===== src/rtl/spi_mm_pkg.sv =====
package spi_mm_pkg;

    typedef enum logic [1:0] {
        ST_IDLE  = 2'd0,
        ST_LEAD  = 2'd1,
        ST_SHIFT = 2'd2,
        ST_TRAIL = 2'd3
    } spi_state_e;

endpackage


===== src/rtl/spi_mm_divider.sv =====
module spi_mm_divider #(
    parameter int DIV_W = 16
) (
    input  logic             clk_i,
    input  logic             rst_ni,
    input  logic             run_i,
    input  logic [DIV_W-1:0] div_i,
    output logic             tick_o
);
    logic [DIV_W-1:0] cnt_d, cnt_q;

    always_comb begin
        tick_o = run_i && (cnt_q == div_i);
        if (!run_i || tick_o) begin
            cnt_d = '0;
        end else begin
            cnt_d = cnt_q + DIV_W'(1);
        end
    end

    always_ff @(posedge clk_i or negedge rst_ni) begin
        if (!rst_ni) begin
            cnt_q <= '0;
        end else begin
            cnt_q <= cnt_d;
        end
    end
endmodule


===== src/rtl/spi_mm_bitsel.sv =====
module spi_mm_bitsel #(
    parameter int MAX_BITS = 16,
    parameter int LEN_W    = 5,
    parameter int HALF_W   = 9
) (
    input  logic                drive_i,
    input  logic                lead_smp_i,
    input  logic [HALF_W-1:0]   half_i,
    input  logic [LEN_W-1:0]    len_i,
    input  logic [MAX_BITS-1:0] data_i,
    output logic                bit_o
);
    logic [HALF_W-1:0] k;
    logic [HALF_W-1:0] pos;

    always_comb begin
        if (lead_smp_i || (half_i == '0)) begin
            k = half_i >> 1;
        end else begin
            k = (half_i - HALF_W'(1)) >> 1;
        end
        pos   = HALF_W'(len_i) - HALF_W'(1) - k;
        bit_o = 1'b1;
        if (drive_i) begin
            for (int i = 0; i < MAX_BITS; i++) begin
                if (pos == HALF_W'(i)) begin
                    bit_o = data_i[i];
                end
            end
        end
    end
endmodule


===== src/rtl/spi_mm_csdrv.sv =====
module spi_mm_csdrv #(
    parameter int NUM_DEV = 4,
    parameter int DEV_W   = 2
) (
    input  logic               sel_on_i,
    input  logic [DEV_W-1:0]   sel_i,
    input  logic [NUM_DEV-1:0] pol_i,
    output logic [NUM_DEV-1:0] cs_o
);
    for (genvar d = 0; d < NUM_DEV; d++) begin : g_cs
        assign cs_o[d] = (sel_on_i && (sel_i == DEV_W'(d))) ? pol_i[d] : ~pol_i[d];
    end
endmodule


===== src/rtl/spi_multi_master.sv =====
module spi_multi_master
    import spi_mm_pkg::*;
#(
    parameter int NUM_DEV  = 4,
    parameter int MIN_BITS = 8,
    parameter int MAX_BITS = 16,
    parameter int DIV_W    = 16,
    parameter int LEAD_W   = 8,
    parameter int TRAIL_W  = 8,
    localparam int DEV_W   = (NUM_DEV > 1) ? $clog2(NUM_DEV) : 1,
    localparam int LEN_W   = $clog2(MAX_BITS + 1)
) (
    input  logic                clk_i,
    input  logic                rst_ni,
    input  logic                req_valid_i,
    output logic                req_ready_o,
    input  logic [DEV_W-1:0]    req_dev_i,
    input  logic [LEN_W-1:0]    req_len_i,
    input  logic                req_cpol_i,
    input  logic                req_fall_i,
    input  logic [DIV_W-1:0]    req_div_i,
    input  logic [LEAD_W-1:0]   req_lead_i,
    input  logic                req_hold_i,
    input  logic [TRAIL_W-1:0]  req_trail_i,
    input  logic [MAX_BITS-1:0] req_data_i,
    input  logic [NUM_DEV-1:0]  cs_pol_i,
    output logic                sclk_o,
    output logic                mosi_o,
    input  logic                miso_i,
    output logic [NUM_DEV-1:0]  cs_o,
    output logic                rx_valid_o,
    output logic [MAX_BITS-1:0] rx_data_o
);
    localparam int HB     = $clog2(2 * MAX_BITS + 1);
    localparam int HALF_W = (TRAIL_W + 1 > HB) ? TRAIL_W + 1 : HB;

    typedef struct packed {
        spi_state_e          st;
        logic [LEAD_W-1:0]   lcnt;
        logic [HALF_W-1:0]   half;
        logic [LEN_W-1:0]    len;
        logic                cpol;
        logic                lead_smp;
        logic                hold;
        logic [DIV_W-1:0]    div;
        logic [TRAIL_W-1:0]  trail;
        logic [DEV_W-1:0]    dev;
        logic                sel_on;
        logic                held;
        logic [MAX_BITS-1:0] tx;
        logic [MAX_BITS-1:0] rx;
        logic                rxv;
        logic [MAX_BITS-1:0] rxd;
    } regs_t;

    regs_t r_d, r_q;

    logic                accept;
    logic                tick;
    logic                run;
    logic                sample;
    logic [LEN_W-1:0]    len_in;
    logic [HALF_W-1:0]   shift_last;
    logic [HALF_W-1:0]   trail_last;
    logic [MAX_BITS-1:0] rx_shift;

    assign run = (r_q.st == ST_SHIFT) || (r_q.st == ST_TRAIL);

    spi_mm_divider #(.DIV_W(DIV_W)) u_div (
        .clk_i  (clk_i),
        .rst_ni (rst_ni),
        .run_i  (run),
        .div_i  (r_q.div),
        .tick_o (tick)
    );

    spi_mm_bitsel #(.MAX_BITS(MAX_BITS), .LEN_W(LEN_W), .HALF_W(HALF_W)) u_bitsel (
        .drive_i    ((r_q.st == ST_LEAD) || (r_q.st == ST_SHIFT)),
        .lead_smp_i (r_q.lead_smp),
        .half_i     (r_q.half),
        .len_i      (r_q.len),
        .data_i     (r_q.tx),
        .bit_o      (mosi_o)
    );

    spi_mm_csdrv #(.NUM_DEV(NUM_DEV), .DEV_W(DEV_W)) u_cs (
        .sel_on_i (r_q.sel_on),
        .sel_i    (r_q.dev),
        .pol_i    (cs_pol_i),
        .cs_o     (cs_o)
    );

    always_comb begin
        if (req_len_i < LEN_W'(MIN_BITS)) begin
            len_in = LEN_W'(MIN_BITS);
        end else if (req_len_i > LEN_W'(MAX_BITS)) begin
            len_in = LEN_W'(MAX_BITS);
        end else begin
            len_in = req_len_i;
        end
    end

    always_comb begin
        req_ready_o = (r_q.st == ST_IDLE) && !(r_q.held && (req_dev_i != r_q.dev));
        accept      = req_valid_i && req_ready_o;
        shift_last  = HALF_W'({r_q.len, 1'b0}) - HALF_W'(1);
        trail_last  = HALF_W'({r_q.trail, 1'b0}) - HALF_W'(1);
        sample      = r_q.lead_smp ? ~r_q.half[0] : r_q.half[0];
        rx_shift    = sample ? {r_q.rx[MAX_BITS-2:0], miso_i} : r_q.rx;

        r_d     = r_q;
        r_d.rxv = 1'b0;

        unique case (r_q.st)
            ST_IDLE: begin
                if (accept) begin
                    r_d.len      = len_in;
                    r_d.cpol     = req_cpol_i;
                    r_d.lead_smp = (req_fall_i == req_cpol_i);
                    r_d.hold     = req_hold_i;
                    r_d.div      = req_div_i;
                    r_d.trail    = req_trail_i;
                    r_d.tx       = req_data_i;
                    r_d.rx       = '0;
                    r_d.half     = '0;
                    if (r_q.held) begin
                        r_d.st = ST_SHIFT;
                    end else begin
                        r_d.sel_on = 1'b1;
                        r_d.dev    = req_dev_i;
                        if (req_lead_i != '0) begin
                            r_d.st   = ST_LEAD;
                            r_d.lcnt = req_lead_i;
                        end else begin
                            r_d.st = ST_SHIFT;
                        end
                    end
                end
            end
            ST_LEAD: begin
                if (r_q.lcnt == LEAD_W'(1)) begin
                    r_d.st   = ST_SHIFT;
                    r_d.half = '0;
                end else begin
                    r_d.lcnt = r_q.lcnt - LEAD_W'(1);
                end
            end
            ST_SHIFT: begin
                if (tick) begin
                    r_d.rx = rx_shift;
                    if (r_q.half == shift_last) begin
                        r_d.rxv = 1'b1;
                        r_d.rxd = rx_shift;
                        if (r_q.hold) begin
                            r_d.held = 1'b1;
                            r_d.st   = ST_IDLE;
                        end else begin
                            r_d.held   = 1'b0;
                            r_d.sel_on = 1'b0;
                            r_d.half   = '0;
                            r_d.st     = (r_q.trail != '0) ? ST_TRAIL : ST_IDLE;
                        end
                    end else begin
                        r_d.half = r_q.half + HALF_W'(1);
                    end
                end
            end
            ST_TRAIL: begin
                if (tick) begin
                    if (r_q.half == trail_last) begin
                        r_d.st = ST_IDLE;
                    end else begin
                        r_d.half = r_q.half + HALF_W'(1);
                    end
                end
            end
            default: r_d.st = ST_IDLE;
        endcase
    end

    always_ff @(posedge clk_i or negedge rst_ni) begin
        if (!rst_ni) begin
            r_q <= '0;
        end else begin
            r_q <= r_d;
        end
    end

    assign sclk_o     = run ? (r_q.cpol ^ r_q.half[0]) : r_q.cpol;
    assign rx_valid_o = r_q.rxv;
    assign rx_data_o  = r_q.rxd;

endmodule


===== config.mk =====
export PLATFORM = sky130hd
export DESIGN_NAME = spi_multi_master
export DESIGN_NICKNAME = d
export VERILOG_FILES = /design/src/rtl/spi_mm_pkg.sv /design/src/rtl/spi_mm_divider.sv /design/src/rtl/spi_mm_bitsel.sv /design/src/rtl/spi_mm_csdrv.sv /design/src/rtl/spi_multi_master.sv
export SDC_FILE = /design/constraint.sdc
export NUM_CORES = 1
export LEC_CHECK = 0
export BUFFER_PORTS_ARGS = -buffer_cell sky130_fd_sc_hd__buf_2
export CORE_MARGIN = 4
export CORE_UTILIZATION = 45
export DETAILED_ROUTE_END_ITERATION = 6
export GPL_ROUTABILITY_DRIVEN = 0
export PLACE_DENSITY_LB_ADDON = 0.1
export SLEW_MARGIN = 20
export SYNTH_ARGS = -nofsm -noshare
export SYNTH_HDL_FRONTEND = slang
export SYNTH_SLANG_ARGS = --single-unit

===== constraint.sdc =====
create_clock -name clk_i -period 3.4 [get_ports clk_i]
set_clock_uncertainty 0.05 [all_clocks]
set_input_delay 0.17 -clock clk_i [delete_from_list [all_inputs] [get_ports clk_i]]
set_output_delay 0.17 -clock clk_i [all_outputs]
set_load 0.01 [all_outputs]

==> impl_metrics.tcl <==
set metrics [dict create \
    required_ps 3180 \
    hpwl_mm 11.7 \
    hold_ws_ps 57.9 \
    cts_inserted_buffers 17 \
    powerDensity_nw_per_um2 739 \
    grt_pass1_vias 5929 \
    p_leak_nw 4.28 \
    cp_slowest_stage_delay_ps 580 \
    syn_area_per_cell_um2 9.08 \
    r2r-start "r_q[80]" \
    period_share_pct 111 \
    crit_top_cell "mux2i_1" \
    min_to "r_q[100]" \
    min_path_cells 3 \
    synth_edf_count 0 \
    n_antenna_cell 0 \
    min_path_type "in2reg" \
    finalWirelength_mm 16.9 \
    status "finished, violations left" \
    fin_crit_ps 3790 \
    critPathMaxFanout 4 \
    seq_area_frac_synth_pct 43.1 \
    clockBufferDepth 2 \
    clk_pin_slew_ps 50 \
    drv_slew 0 \
    ys_warn_count 0 \
    synth_common_cells "190 x nand2_1, 120 x dfrtp_1, 37 x xor2_1" \
    ys.flop_type "dfrtp_1" \
    finalHoldViolCount 0 \
    die_area_um2 17600 \
    core-area_um2 15200 \
    async_reset_ff_share_pct 100 \
    yosysMostFrequentCell "nand2_1" \
    reg2reg_to "r_q[93]" \
    die_y_um 132 \
    rsz0062_at_grt "yes" \
    track_usage_pct 20.0 \
    ant_nets 0 \
    cts_tree "done" \
    fill_cells 1343 \
    vias 5813 \
    endpoint_kind "primary output" \
    layout-drive-gt1-share_pct 19.5 \
    drt_iter0_markers 326 \
    synth-seq-cells 120 \
    r2r_cells 9 \
    grt_pass1_wl_mm 28.7 \
    crit_type "reg2out" \
    grt_overflow_total 0 \
    place_inst 1020 \
    max_slew.worst_pin.slew_ps 861 \
    r2r_slack_ps 460 \
    viasPerCell 5.27 \
    fin_ws_ps -389 \
    violations "negative setup slack" \
    antenna_found_initial 0 \
    timing.fmax_ghz 0.264 \
    io_buffer_count 89 \
    post-cts-setup-buffers 0 \
    pre_cts_ws_ps -43.6 \
    die_w_um 132 \
    cts_root_buf "clkbuf_16" \
    nets 994 \
    arrival_ps 3570 \
    yosysTopAreaCell "dfrtp_1" \
    hold_start "req_lead_i[6]" \
    ir_drop_uv 414 \
    drt-pass1-iter-count 5 \
    clk_latency_ps 410 \
    synth_nets 858 \
    finalSetupViolations 1 \
    drv_cap 0 \
    slew_headroom_pct 42.6 \
    placementRows 45 \
    seq_area_um2 3000 \
    layoutNonFillerInstCount 1103 \
    post-route-drc-count 0 \
    htreeDepth 4 \
    syn_area_um2 6970 \
    ys_types 64 \
    slowest_stage "fa_2" \
    ios 90 \
    grt_max_degree 67 \
    startpoint_type "register" \
    synthCells 768 \
    start_util_pct 45.9 \
    area_growth_syn_to_layout_pct 25.6 \
    cts_sinks 120 \
    yosysTopAreaCellShare_pct 43.1 \
    worstPathCellList "or3_4, nor3_4, a31oi_2, nor2_1, a21oi_1, ha_1, fa_2, mux4_2, mux2i_1, mux2i_1, nor4b_1, nand4_1, buf_2" \
    multi_input_area_um2 3650 \
    synthTopCellsByArea "dfrtp_1 43%, nand2_1 10%, xor2_1 4.6%" \
    routedWlPerCell_um 15.3 \
]
[stage by stage]
step | utilization (%) | area, um2 | setup TNS (ps) | power [W]
floorplan | - | 6970 | 0 | 0.00386
global placement | 50.0 | 7600 | 0 | 0.00447
detailed placement | 50.0 | 7600 | -43.6 | 0.00457
CTS | 57.4 | 8720 | -385 | 0.00647
global route | 57.6 | 8760 | -586 | 0.00694
finish | 57.6 | 8760 | -389 | 0.00647
[sequential cells by signal (all words and copies together) (netlist names)]
register     cells
u_div.cnt_q     16
rx_valid_o       1
r_q             87
rx_data_o       16
[final cells by class]
class                           instances  share of cell area, %
Multi-Input combinational cell        570                   41.6
Tap cell                              188                   2.69
Clock inverter                          8                   1.39
Sequential cell                       120                   34.3
Inverter                               29                   1.24
Timing Repair Buffer                  166                   13.3
Clock buffer                           22                   5.42
[layer usage]
metal / vias to the layer above / track usage (%) / routed length (um) / part of all wire (%)
li1: 2875 / - / - / -
met1: 2799 / 25.9 / 7710 / 46
met2: 126 / 33.8 / 8360 / 49
met3: 13 / 5.13 / 674 / 4.0
met4: 0 / 4.39 / 173 / 1.0
met5: - / 0 / 0 / 0
[placed cells by master, fill, tap and decap left out, drive strengths merged, types with 7 or more instances in the layout]
| cell | count |
|---|---|
| inv | 28 |
| dlygate4sd3 | 52 |
| mux2 | 21 |
| nand2 | 191 |
| or3 | 11 |
| dfrtp | 120 |
| xnor2 | 25 |
| nand3 | 22 |
| o21ai | 48 |
| nor2b | 11 |
| and3 | 8 |
| nor4 | 12 |
| a21oi | 15 |
| buf | 113 |
| nor2 | 35 |
| a22o | 16 |
| nor3 | 18 |
| clkbuf | 23 |
| ha | 23 |
| o31ai | 7 |
| xor2 | 37 |
[cell families (layout without fill, tap and decap cells)]
group,count (synthesis),count (layout),synth area share (%)
xor gates and xnor gates,65,65,8.77
muxes,29,29,5.26
and+or+nand+nor,339,339,22.9
AOI/OAI and AO/OA,113,113,10.4
buffers and inverters,78,225,5.24
adders and majority gates,24,24,4.41
DFF,120,120,43.1
[critical path: cells and delay by family, from the launching register on]
family | cells | cell delay, ps
AND/OR/NAND/NOR | 5 | 1090
AO/OA/AOI/OAI | 2 | 200
buffers and inverters | 1 | 150
multiplexers | 3 | 540
flip-flops | 1 | 380
adder cells (fa/ha/maj) | 2 | 790
[how the worst max path moves through the flow]
stage            start     end  slack (ps)  cells past startpoint
3_5_place_dp   r_q[89]  mosi_o         -40                     16
3_3_place_gp   r_q[89]  mosi_o          40                     16
5_1_grt        r_q[89]  mosi_o        -590                     13
2_1_floorplan  r_q[90]  mosi_o          20                     14
4_1_cts        r_q[89]  mosi_o        -390                     13
6_report       r_q[89]  mosi_o        -390                     13
[repair_timing]
item	in CTS	in global routing
gates resized for setup	3	8
hold endpoints to repair	114	0
setup endpoints to repair	1	1
hold buffers	52	0
pin swaps	2	3
[power by group]
group	total (W)	leakage [nW]	internal [W]	switching (W)
clock network	0.00182	0.292	0.00120	0.000622
registers	0.00210	1.57	0.00175	0.000344
logic	0.00256	2.42	0.00113	0.00143
Power figures use the tool's default switching activity.
